**src/rtl/eeprom_pp_pkg.sv**
```systemverilog
package eeprom_pp_pkg;
  typedef enum logic {
    SEQ_IDLE = 1'b0,
    SEQ_PROG = 1'b1
  } seq_state_e;

  localparam int unsigned BYTE_W = 8;
endpackage

```
**src/rtl/eeprom_pp_buf.sv**
```systemverilog
module eeprom_pp_buf #(
  parameter int unsigned PAGE_BYTES = 2,
  parameter int unsigned ADDR_W     = 8,
  parameter bit          OVF_WRAP   = 1'b0,
  localparam int unsigned SLOT_W    = $clog2(PAGE_BYTES),
  localparam int unsigned HI_W      = ADDR_W - SLOT_W,
  localparam int unsigned CNT_W     = $clog2(PAGE_BYTES + 1)
) (
  input  logic                              clk_i,
  input  logic                              rst_ni,
  input  logic                              open_i,
  input  logic [ADDR_W-1:0]                 addr_i,
  input  logic                              data_valid_i,
  input  logic [7:0]                        data_i,
  input  logic                              clear_i,
  output logic                              acc_o,
  output logic                              armed_o,
  output logic [HI_W-1:0]                   base_hi_o,
  output logic [PAGE_BYTES-1:0]             slot_vld_o,
  output logic [PAGE_BYTES-1:0][7:0]        slot_data_o
);
  localparam logic [CNT_W-1:0] CNT_FULL = CNT_W'(PAGE_BYTES);

  logic                       active_q, abort_q;
  logic [SLOT_W-1:0]          ptr_q;
  logic [CNT_W-1:0]           cnt_q;
  logic [HI_W-1:0]            base_q;
  logic [PAGE_BYTES-1:0]      vld_q;
  logic [PAGE_BYTES-1:0][7:0] slot_q;
  logic full, room, live, take, overflow;

  assign full = (cnt_q == CNT_FULL);

  // overflow policy picked by parameter
  if (OVF_WRAP) begin : g_wrap
    assign room = 1'b1;
  end else begin : g_abort
    assign room = !full;
  end

  assign live     = data_valid_i && active_q && !abort_q;
  assign take     = live && room;
  assign overflow = live && !room;

  always_ff @(posedge clk_i or negedge rst_ni) begin
    if (!rst_ni) begin
      active_q <= 1'b0;
      abort_q  <= 1'b0;
      ptr_q    <= '0;
      cnt_q    <= '0;
      base_q   <= '0;
      vld_q    <= '0;
      slot_q   <= '0;
    end else if (open_i) begin
      active_q <= 1'b1;
      abort_q  <= 1'b0;
      ptr_q    <= addr_i[SLOT_W-1:0];
      base_q   <= addr_i[ADDR_W-1:SLOT_W];
      cnt_q    <= '0;
      vld_q    <= '0;
    end else if (clear_i) begin
      active_q <= 1'b0;
      abort_q  <= 1'b0;
      vld_q    <= '0;
    end else begin
      if (take) begin
        slot_q[ptr_q] <= data_i;
        vld_q[ptr_q]  <= 1'b1;
        ptr_q         <= ptr_q + 1'b1;
        if (!full) cnt_q <= cnt_q + 1'b1;
      end
      if (overflow) abort_q <= 1'b1;
    end
  end

  assign acc_o       = take;
  assign armed_o     = active_q && !abort_q;
  assign base_hi_o   = base_q;
  assign slot_vld_o  = vld_q;
  assign slot_data_o = slot_q;

  a_r4_cnt_bound: assert property (@(posedge clk_i) disable iff (!rst_ni)
    cnt_q <= CNT_FULL);
  a_r4_no_take_aborted: assert property (@(posedge clk_i) disable iff (!rst_ni)
    abort_q |-> !acc_o);
endmodule

```
**src/rtl/eeprom_pp_seq.sv**
```systemverilog
module eeprom_pp_seq
  import eeprom_pp_pkg::*;
#(
  parameter int unsigned PAGE_BYTES = 2,
  parameter int unsigned ADDR_W     = 8,
  parameter int unsigned TICK_DIV   = 100000,
  parameter int unsigned PROT_LO    = 'h80,
  parameter int unsigned PROT_HI    = 'hFF,
  localparam int unsigned SLOT_W    = $clog2(PAGE_BYTES),
  localparam int unsigned HI_W      = ADDR_W - SLOT_W,
  localparam int unsigned TW        = (TICK_DIV > 1) ? $clog2(TICK_DIV) : 1
) (
  input  logic                        clk_i,
  input  logic                        rst_ni,
  input  logic                        start_i,
  input  logic                        wp_i,
  input  logic [HI_W-1:0]             base_hi_i,
  input  logic [PAGE_BYTES-1:0]       vld_i,
  input  logic [PAGE_BYTES-1:0][7:0]  slot_data_i,
  output logic                        busy_o,
  output logic                        we_o,
  output logic [ADDR_W-1:0]           waddr_o,
  output logic [7:0]                  wdata_o
);
  localparam logic [ADDR_W-1:0] P_LO   = ADDR_W'(PROT_LO);
  localparam logic [ADDR_W-1:0] P_HI   = ADDR_W'(PROT_HI);
  localparam logic [TW-1:0]     T_LAST = TW'(TICK_DIV - 1);

  seq_state_e              state_q;
  logic [PAGE_BYTES-1:0]   mask_q, ok_d, rest;
  logic [TW-1:0]           tmr_q;
  logic [SLOT_W-1:0]       cur;
  logic                    wp_q, tick;

  // bytes that may be written under the protection level seen at STOP
  for (genvar k = 0; k < PAGE_BYTES; k++) begin : g_slot
    logic [ADDR_W-1:0] a;
    assign a       = {base_hi_i, SLOT_W'(k)};
    assign ok_d[k] = vld_i[k] && !(wp_i && a >= P_LO && a <= P_HI);
  end

  always_comb begin
    cur = '0;
    for (int k = PAGE_BYTES - 1; k >= 0; k--)
      if (mask_q[k]) cur = SLOT_W'(k);
  end

  assign tick = (state_q == SEQ_PROG) && (tmr_q == T_LAST);
  assign rest = mask_q & ~(PAGE_BYTES'(1) << cur);

  always_ff @(posedge clk_i or negedge rst_ni) begin
    if (!rst_ni) begin
      state_q <= SEQ_IDLE;
      mask_q  <= '0;
      tmr_q   <= '0;
      wp_q    <= 1'b0;
    end else if (state_q == SEQ_IDLE) begin
      if (start_i && (ok_d != '0)) begin
        state_q <= SEQ_PROG;
        mask_q  <= ok_d;
        tmr_q   <= '0;
        wp_q    <= wp_i;
      end
    end else if (tick) begin
      tmr_q  <= '0;
      mask_q <= rest;
      if (rest == '0) state_q <= SEQ_IDLE;
    end else begin
      tmr_q <= tmr_q + 1'b1;
    end
  end

  assign busy_o  = (state_q == SEQ_PROG);
  assign we_o    = tick;
  assign waddr_o = {base_hi_i, cur};
  assign wdata_o = slot_data_i[cur];

  a_r6_tick_range: assert property (@(posedge clk_i) disable iff (!rst_ni)
    tmr_q <= T_LAST);
  a_r6_busy_has_work: assert property (@(posedge clk_i) disable iff (!rst_ni)
    busy_o |-> (mask_q != '0));
  a_r8_no_protected_write: assert property (@(posedge clk_i) disable iff (!rst_ni)
    (we_o && wp_q) |-> !(waddr_o >= P_LO && waddr_o <= P_HI));
endmodule

```
**src/rtl/eeprom_pp_array.sv**
```systemverilog
module eeprom_pp_array #(
  parameter int unsigned ADDR_W = 8,
  localparam int unsigned DEPTH = 1 << ADDR_W
) (
  input  logic              clk_i,
  input  logic              rst_ni,
  input  logic              we_i,
  input  logic [ADDR_W-1:0] waddr_i,
  input  logic [7:0]        wdata_i,
  input  logic [ADDR_W-1:0] raddr_i,
  output logic [7:0]        rdata_o
);
  logic [7:0] mem_q [DEPTH];

  always_ff @(posedge clk_i or negedge rst_ni) begin
    if (!rst_ni) begin
      for (int i = 0; i < DEPTH; i++) mem_q[i] <= 8'hFF;
    end else if (we_i) begin
      mem_q[waddr_i] <= wdata_i;
    end
  end

  assign rdata_o = mem_q[raddr_i];
endmodule

```
**src/rtl/eeprom_page_prog.sv**
```systemverilog
module eeprom_page_prog #(
  parameter int unsigned PAGE_BYTES = 2,
  parameter int unsigned ADDR_W     = 8,
  parameter bit          OVF_WRAP   = 1'b0,
  parameter int unsigned TICK_DIV   = 100000,
  parameter int unsigned PROT_LO    = 'h80,
  parameter int unsigned PROT_HI    = 'hFF
) (
  input  logic              clk_i,
  input  logic              rst_ni,
  input  logic              wp_i,
  input  logic              addr_load_i,
  input  logic [ADDR_W-1:0] addr_i,
  input  logic              data_valid_i,
  input  logic [7:0]        data_i,
  input  logic              stop_i,
  input  logic [ADDR_W-1:0] rd_addr_i,
  output logic              busy_o,
  output logic              ack_vld_o,
  output logic              ack_o,
  output logic [7:0]        rd_data_o
);
  localparam int unsigned SLOT_W = $clog2(PAGE_BYTES);
  localparam int unsigned HI_W   = ADDR_W - SLOT_W;

  logic                       busy, open, dv, stop_ok, acc, armed, we;
  logic [HI_W-1:0]            base_hi;
  logic [PAGE_BYTES-1:0]      vld;
  logic [PAGE_BYTES-1:0][7:0] sdata;
  logic [ADDR_W-1:0]          waddr;
  logic [7:0]                 wdata;
  logic                       ack_vld_q, ack_q;

  assign open    = addr_load_i && !busy;
  assign dv      = data_valid_i && !busy;
  assign stop_ok = stop_i && !busy;

  eeprom_pp_buf #(
    .PAGE_BYTES(PAGE_BYTES), .ADDR_W(ADDR_W), .OVF_WRAP(OVF_WRAP)
  ) u_buf (
    .clk_i, .rst_ni,
    .open_i(open), .addr_i, .data_valid_i(dv), .data_i,
    .clear_i(stop_ok), .acc_o(acc), .armed_o(armed),
    .base_hi_o(base_hi), .slot_vld_o(vld), .slot_data_o(sdata)
  );

  eeprom_pp_seq #(
    .PAGE_BYTES(PAGE_BYTES), .ADDR_W(ADDR_W), .TICK_DIV(TICK_DIV),
    .PROT_LO(PROT_LO), .PROT_HI(PROT_HI)
  ) u_seq (
    .clk_i, .rst_ni,
    .start_i(stop_ok && armed), .wp_i, .base_hi_i(base_hi),
    .vld_i(vld), .slot_data_i(sdata),
    .busy_o(busy), .we_o(we), .waddr_o(waddr), .wdata_o(wdata)
  );

  eeprom_pp_array #(.ADDR_W(ADDR_W)) u_mem (
    .clk_i, .rst_ni,
    .we_i(we), .waddr_i(waddr), .wdata_i(wdata),
    .raddr_i(rd_addr_i), .rdata_o(rd_data_o)
  );

  always_ff @(posedge clk_i or negedge rst_ni) begin
    if (!rst_ni) begin
      ack_vld_q <= 1'b0;
      ack_q     <= 1'b0;
    end else begin
      ack_vld_q <= addr_load_i || data_valid_i;
      ack_q     <= open || acc;
    end
  end

  assign busy_o    = busy;
  assign ack_vld_o = ack_vld_q;
  assign ack_o     = ack_q;

  a_r7_nack_busy: assert property (@(posedge clk_i) disable iff (!rst_ni)
    (busy_o && (addr_load_i || data_valid_i)) |=> (ack_vld_o && !ack_o));
  a_r10_ack_needs_strobe: assert property (@(posedge clk_i) disable iff (!rst_ni)
    ack_vld_o |-> $past(addr_load_i || data_valid_i));
  a_r9_empty_stop: assert property (@(posedge clk_i) disable iff (!rst_ni)
    (stop_i && !busy_o && !armed) |=> !busy_o);
  a_r10_ack_implies_vld: assert property (@(posedge clk_i) disable iff (!rst_ni)
    ack_o |-> ack_vld_o);
endmodule

```
**config.mk**
```make
export PLATFORM = sky130hd
export DESIGN_NAME = eeprom_page_prog
export DESIGN_NICKNAME = d
export VERILOG_FILES = /design/src/rtl/eeprom_pp_pkg.sv /design/src/rtl/eeprom_pp_buf.sv /design/src/rtl/eeprom_pp_seq.sv /design/src/rtl/eeprom_pp_array.sv /design/src/rtl/eeprom_page_prog.sv
export SDC_FILE = /design/constraint.sdc
export NUM_CORES = 2
export LEC_CHECK = 0
export BUFFER_PORTS_ARGS = -buffer_cell sky130_fd_sc_hd__buf_2
export CAP_MARGIN = 20
export CORE_MARGIN = 5
export CORE_UTILIZATION = 47
export CTS_BUF_LIST = sky130_fd_sc_hd__clkbuf_16
export CTS_CLUSTER_DIAMETER = 80
export DETAILED_ROUTE_END_ITERATION = 6
export SYNTH_ARGS = -nofsm -noshare
export SYNTH_HDL_FRONTEND = slang
export SYNTH_SLANG_ARGS = --single-unit
```
**constraint.sdc**
```tcl
create_clock -name clk_i -period 4.5 [get_ports clk_i]
set_input_delay 0.45 -clock clk_i [delete_from_list [all_inputs] [get_ports clk_i]]
set_output_delay 0.45 -clock clk_i [all_outputs]
set_load 0.01 [all_outputs]
```
## Word level (Yosys, flattened, before mapping)

Cells that the tools add are included.

| word-level totals | value |
|---|---|
| register bits | 2100 |
| input bits | 30 |
| output and inout port bits | 11 |
| word-level logic and storage cells | 372 |

| operators by class | value |
|---|---|
| $add $sub $neg | 3 |
| $lt $le $gt $ge | 10 |
| eq/ne operators | 5 |
| shift operators | 1 |
| mux-type cells | 40 |
| bitwise gates (word level) | 7 |
| reductions and logical operators | 37 |

Operator list:

| cell | number |
|---|---|
| $bwmux 2048 | 1 |
| $bmux 8 s8 | 1 |
| $demux 8 s8 | 1 |
| $mux 17 | 3 |
| $mux 8 | 6 |
| $mux 2 | 10 |
| $logic_and 1x1->1 | 19 |
| $ge 9x9->1 const B | 2 |
| $not 8->9 | 2 |
| $add 17x1->17 const B | 1 |
| $eq 17x17->1 const B | 1 |
| $bwmux 16 | 1 |
| $ge 8x8->1 const B | 2 |
| $le 8x8->1 const B | 2 |
| $mux 1 | 15 |
| $lt 9x1->1 const B | 1 |
| $demux 8 s1 | 1 |
| $reduce_bool 2->1 | 4 |
| $reduce_and 3->1 | 2 |
| $reduce_bool 3->1 | 2 |
| $logic_not 1->1 | 5 |
| $lt 1x2->1 const B | 2 |
| $ne 2x2->1 const B | 2 |
| $reduce_and 2->1 | 2 |
| 13 further kinds | 15 |

## Depth between registers and ports, before layout

| logic depth | value |
|---|---|
| depth after elaboration | 9 |
| mapped depth | 12 |

## Cells and area by module

Synthesis repeated with hierarchy kept, for this count alone.

| unflattened totals | value |
|---|---|
| cell total of the unflattened synthesis | 6300 |
| area total of the unflattened synthesis | 98609.6 µm² |

By module, submodules not included:

| module | times used | cells each | area an instance (µm²) | seq. area each (µm²) |
|---|---|---|---|---|
| eeprom_pp_array | 1 | 6065 | 95948.3 | 53811.6 |
| eeprom_pp_seq | 1 | 142 | 1327.5 | 500.5 |
| eeprom_pp_buf | 1 | 85 | 1241.2 | 750.7 |
| eeprom_page_prog | 1 | 8 | 92.6 | 50.0 |

## Least setup slack after synthesis

No wires, ideal clock.

| timing path | value |
|---|---|
| kind | input -> output |
| start point | input rd_addr_i[0] |
| end point | output rd_data_o[6] |
| data arrival time | 2573 ps |
| data required time | 4050 ps |
| setup slack | 1477 ps |
| stages | 11 |
| buffers on the path | 5 |
| cell sequence | buf_4 buf_4 buf_2 buf_2 nand3b_1 clkbuf_1 o221ai_1 o31ai_1 a31oi_1 o32ai_1 a311oi_1 |

| between the ends | value |
|---|---|
| longest elaborated chain between the ends | 4 |

Ends and longest elaborated chain:

| element | line | source |
|---|---|---|
| start: declaration | eeprom_page_prog.sv:17 | `input logic [ADDR_W-1:0] rd_addr_i,` |
| $not 8->9 (implied by the code) | eeprom_pp_array.sv:23 | `assign rdata_o = mem_q[raddr_i];` |
| $bmux 8 s8 | eeprom_pp_array.sv:23 |  |
| $mux 8 (implied by the code) (2 in a row) | eeprom_pp_array.sv:23 |  |
| end: declaration | eeprom_page_prog.sv:21 | `output logic [7:0] rd_data_o` |

Every way passes these cells. The select of a mux whose other input is x is not followed.

## Final worst setup path

| timing path | value |
|---|---|
| start point | register u_mem.mem_q[935] in the netlist's numbering |
| end point | output rd_data_o[7] |

| between the ends | value |
|---|---|
| longest elaborated chain between the ends | 3 |

Ends and longest elaborated chain:

| element | line | source |
|---|---|---|
| start: declaration | eeprom_pp_array.sv:13 | `logic [7:0] mem_q [DEPTH];` |
| start signal: indexed assignment | eeprom_pp_array.sv:19 | `mem_q[waddr_i] <= wdata_i;` |
| $bmux 8 s8 | eeprom_pp_array.sv:23 |  |
| $mux 8 (implied by the code) (2 in a row) | eeprom_pp_array.sv:23 |  |

Every way passes these cells. The select of a mux whose other input is x is not followed.

==> summary.txt <==
Final layout
  – Layout fillers: 17,030
  – Area of the multi-input gates: 41,310 sq um
  – Syn-to-layout area delta: 12.70%
  – Final instance area: 110,800 sq um
  – Proportion of layout cells with a drive suffix above 1: 75.49%
  – Layout Nets: 6,406
  – Register Area: 55,110 sq um

Placed design
  – Post-detail-place hpwl: 177,600 microns
  – Gpl congestion: 0.8592
  – Place WS: -120.3 ps
  – I/O Buffers: 40
  – Placed cell areas: 103,300 sq um

CTS
  – Reg clk slew, reported paths: 60 ps
  – Clk buf depth: 3
  – H-tree Lvls: 4
  – CTS tree: done
  – Setup bufs post-CTS: 0
  – Clock Sinks: 2,100
  – Clk root buf: clkbuf_16
  – Clk_lat worst skew: 870 ps
  – Num CTS Buffers: 226

Pwr
  – Power Density: 349.1 nW/um^2
  – Total power: 38,670 uW
  – Leakage power: 0.04520 uW
  – Peak VDD IR: 415.8 uV

Global routing
  – First-pass GRT wire length: 414,600 microns
  – Vias in the first global route: 59,660
  – Largest net degree at the start of global routing: 173
  – Total GRT Usage: 25.31%
  – Initial antenna violation count: 10
  – GRT overflow: 0

Drt
  – Initial DRT Pass Iterations: 5
  – WL final: 275,800 microns
  – DR vias/cell: 6.013
  – Wire length per cell: 29.47 microns
  – Detailed-route via count: 56,280
  – DR iter-0 viols: 3,579
  – Residual DRC count: 0
  – Remaining antenna violation count after routing: 0

Synth
  – Post-synth EDFFs: 0
  – FFs w/ async S/R, synth: 100.0%
  – Largest family of logic cells by synthesized area: multiplexers
  – Post-Syn Nets: 6,286
  – Synthesized area per cell: 15.72 sq um
  – Ys flop type: dfstp_2
  – Yosys warning count: 0
  – Flops & latches, synth: 2,100
  – Synth top cells by count: dfstp_2, mux2_2, mux2_1, mux4_2, clkbuf_1
  – Post-Synth XOR/XNOR Area: 0.06237%
  – Cells after Synth: 6,254
  – Mux cell area share after synthesis: 35.52%
  – Sequential element share of the synthesized area: 56.07%
  – Netlist Area Pre-Place: 98,300 sq um
  – Synth Area in Compound Gates: 3.261%
  – Count leader, synth: dfstp_2
  – Yosys cell types: 67
  – Synth area leader: dfstp_2
  – Post-synthesis simple-gate area fraction: 2.935%
  – Top cell type's share of synthesized area: 54.74%
  – Adder-cell share of the synthesized area: 0.02546%
  – Largest cells by area after synthesis: dfstp_2, mux2_2, mux4_2, mux2_1, mux2i_1

Setup path
  – Reg2Reg Setup Slack: 720 ps
  – Worst EP arrival: 3990 ps
  – Critical Path Start Type: register
  – Kind of critical path: register to output pin
  – Worst endpoint required time: 4050 ps
  – CP Max Fanout: 2
  – Crit path capture type: output pin

STA
  – Final Worst Setup Slack: 63.78 ps
  – Fmax: 225.4 MHz
  – Final Cycle Share: 98.58%
  – Max Clock Skew: 59.55 ps
  – Slew HR: 24.02%
  – Setup TNS: 0 ps
  – Finish-stage setup viols: 0
  – Fin. Hold Viols: 0
  – RSZ-0062 raised after global routing: false
  – Tmin final: 4436 ps
  – Worst slew pin tran: 1140 ps
  – Hold slack: 363.9 ps
  – Fin. max-slew vios: 0

Worst hold path
  – HP Class: input pin to register

Floorplan
  – Die area: 218,400 sq um
  – Die X: 467.3 microns
  – Cell Rows: 167
  – IO Pins: 41
  – Core footprint: 207,700 sq um
  – Initial core utilization: 47.33%
  – Die Span Y: 467.3 microns

Run
  – Max-cap violations: 0

Status
  – Status: finished, final reports clean
## worst paths after layout
kind / cells past startpoint / startpoint / to
setup / recovery: 9 / u_mem.mem_q[935] / rd_data_o[7]
hold / removal: 3 / addr_i[6] / u_buf.base_hi_o[5]
setup reg to reg: 7 / u_seq.tmr_q[0] / u_mem.mem_q[412]
hold reg to reg: 1 / u_buf.slot_data_o[2] / u_buf.slot_data_o[2]
max in group asynchronous: 4 / rst_ni / u_mem.mem_q[1904]
min in group asynchronous: 2 / rst_ni / u_mem.mem_q[252]
## power by group
group / internal, uW / total, uW / leakage [uW] / switching (uW)
clock network: 10200 / 18100 / 0.00373 / 7880
logic: 460 / 1550 / 0.0197 / 1090
registers: 19000 / 19000 / 0.0218 / 15.1
total: 29700 / 38700 / 0.0452 / 8990
## sequential cells by signal (all words and copies together), names as in the netlist, 2 cells and up
name and cells:
u_buf.base_hi_o 7, u_seq.tmr_q 17, u_seq.mask_q 2, u_mem.mem_q 2048, u_buf.slot_vld_o 2, u_buf.cnt_q 2, u_buf.slot_data_o 16
## worst max-delay path, cell delays in order (launching register included)
cell and delay (ps):
dfstp_2 360, mux4_2 450, mux2i_1 700, nor2_1 110
o41ai_1 630, buf_4 220, a211oi_1 60, nor4b_1 210
buf_2 220, buf_2 150
## placed cells by master, fill, tap and decap left out, drive strengths merged, types with 84 or more instances in the layout
cell type	netlist	routed
buf	149	343
clkinv	0	114
mux2i	158	158
nand2	330	330
a22oi	96	96
mux4	442	442
clkbuf	324	231
dfstp	2048	2048
mux2	2076	2076
a21oi	84	84
## metrics by stage
step           instances  util [%]
2_1_floorplan       6254         -
3_3_place_gp        8908     49.74
3_5_place_dp        8911     49.75
4_1_cts             9353     53.33
5_1_grt             9357     53.34
6_report            9359     53.34
## cells by family after synthesis
group                    count (synthesis)
AO/OA/AOI/OAI                          457
XOR/XNOR                                 7
adder cells (fa/ha/maj)                  2
buffers and inverters                  484
flip-flops                            2100
multiplexers                          2676
AND/OR/NAND/NOR                        528
## layout make-up
cell class                      instances  share of cell area, %
Timing Repair Buffer                  365                  3.279
Clock inverter                        189                  1.275
Clock buffer                          231                  5.218
Sequential cell                      2100                  49.75
Tap cell                             2788                  3.149
Multi-Input combinational cell       3670                  37.29
Inverter                               11                0.03727
Antenna cell                            5                0.01129
## repair_timing
item / 4_1_cts / 5_1_grt
gates resized for setup: 4 / 0
endpoints found under the setup margin: 4 / 0
hold buffers: 22 / 0
endpoints found under the hold margin: 83 / 0
## per-layer routing
metal	track usage (%)	up-vias	part of all wire (%)
met5	0	-	0
met4	6.782	0	2.8
met3	3.516	359	4.0
met2	41.22	1106	48
met1	35.88	31030	45
li1	-	23790	-
No activity file was read; power rests on OpenSTA's default activity.
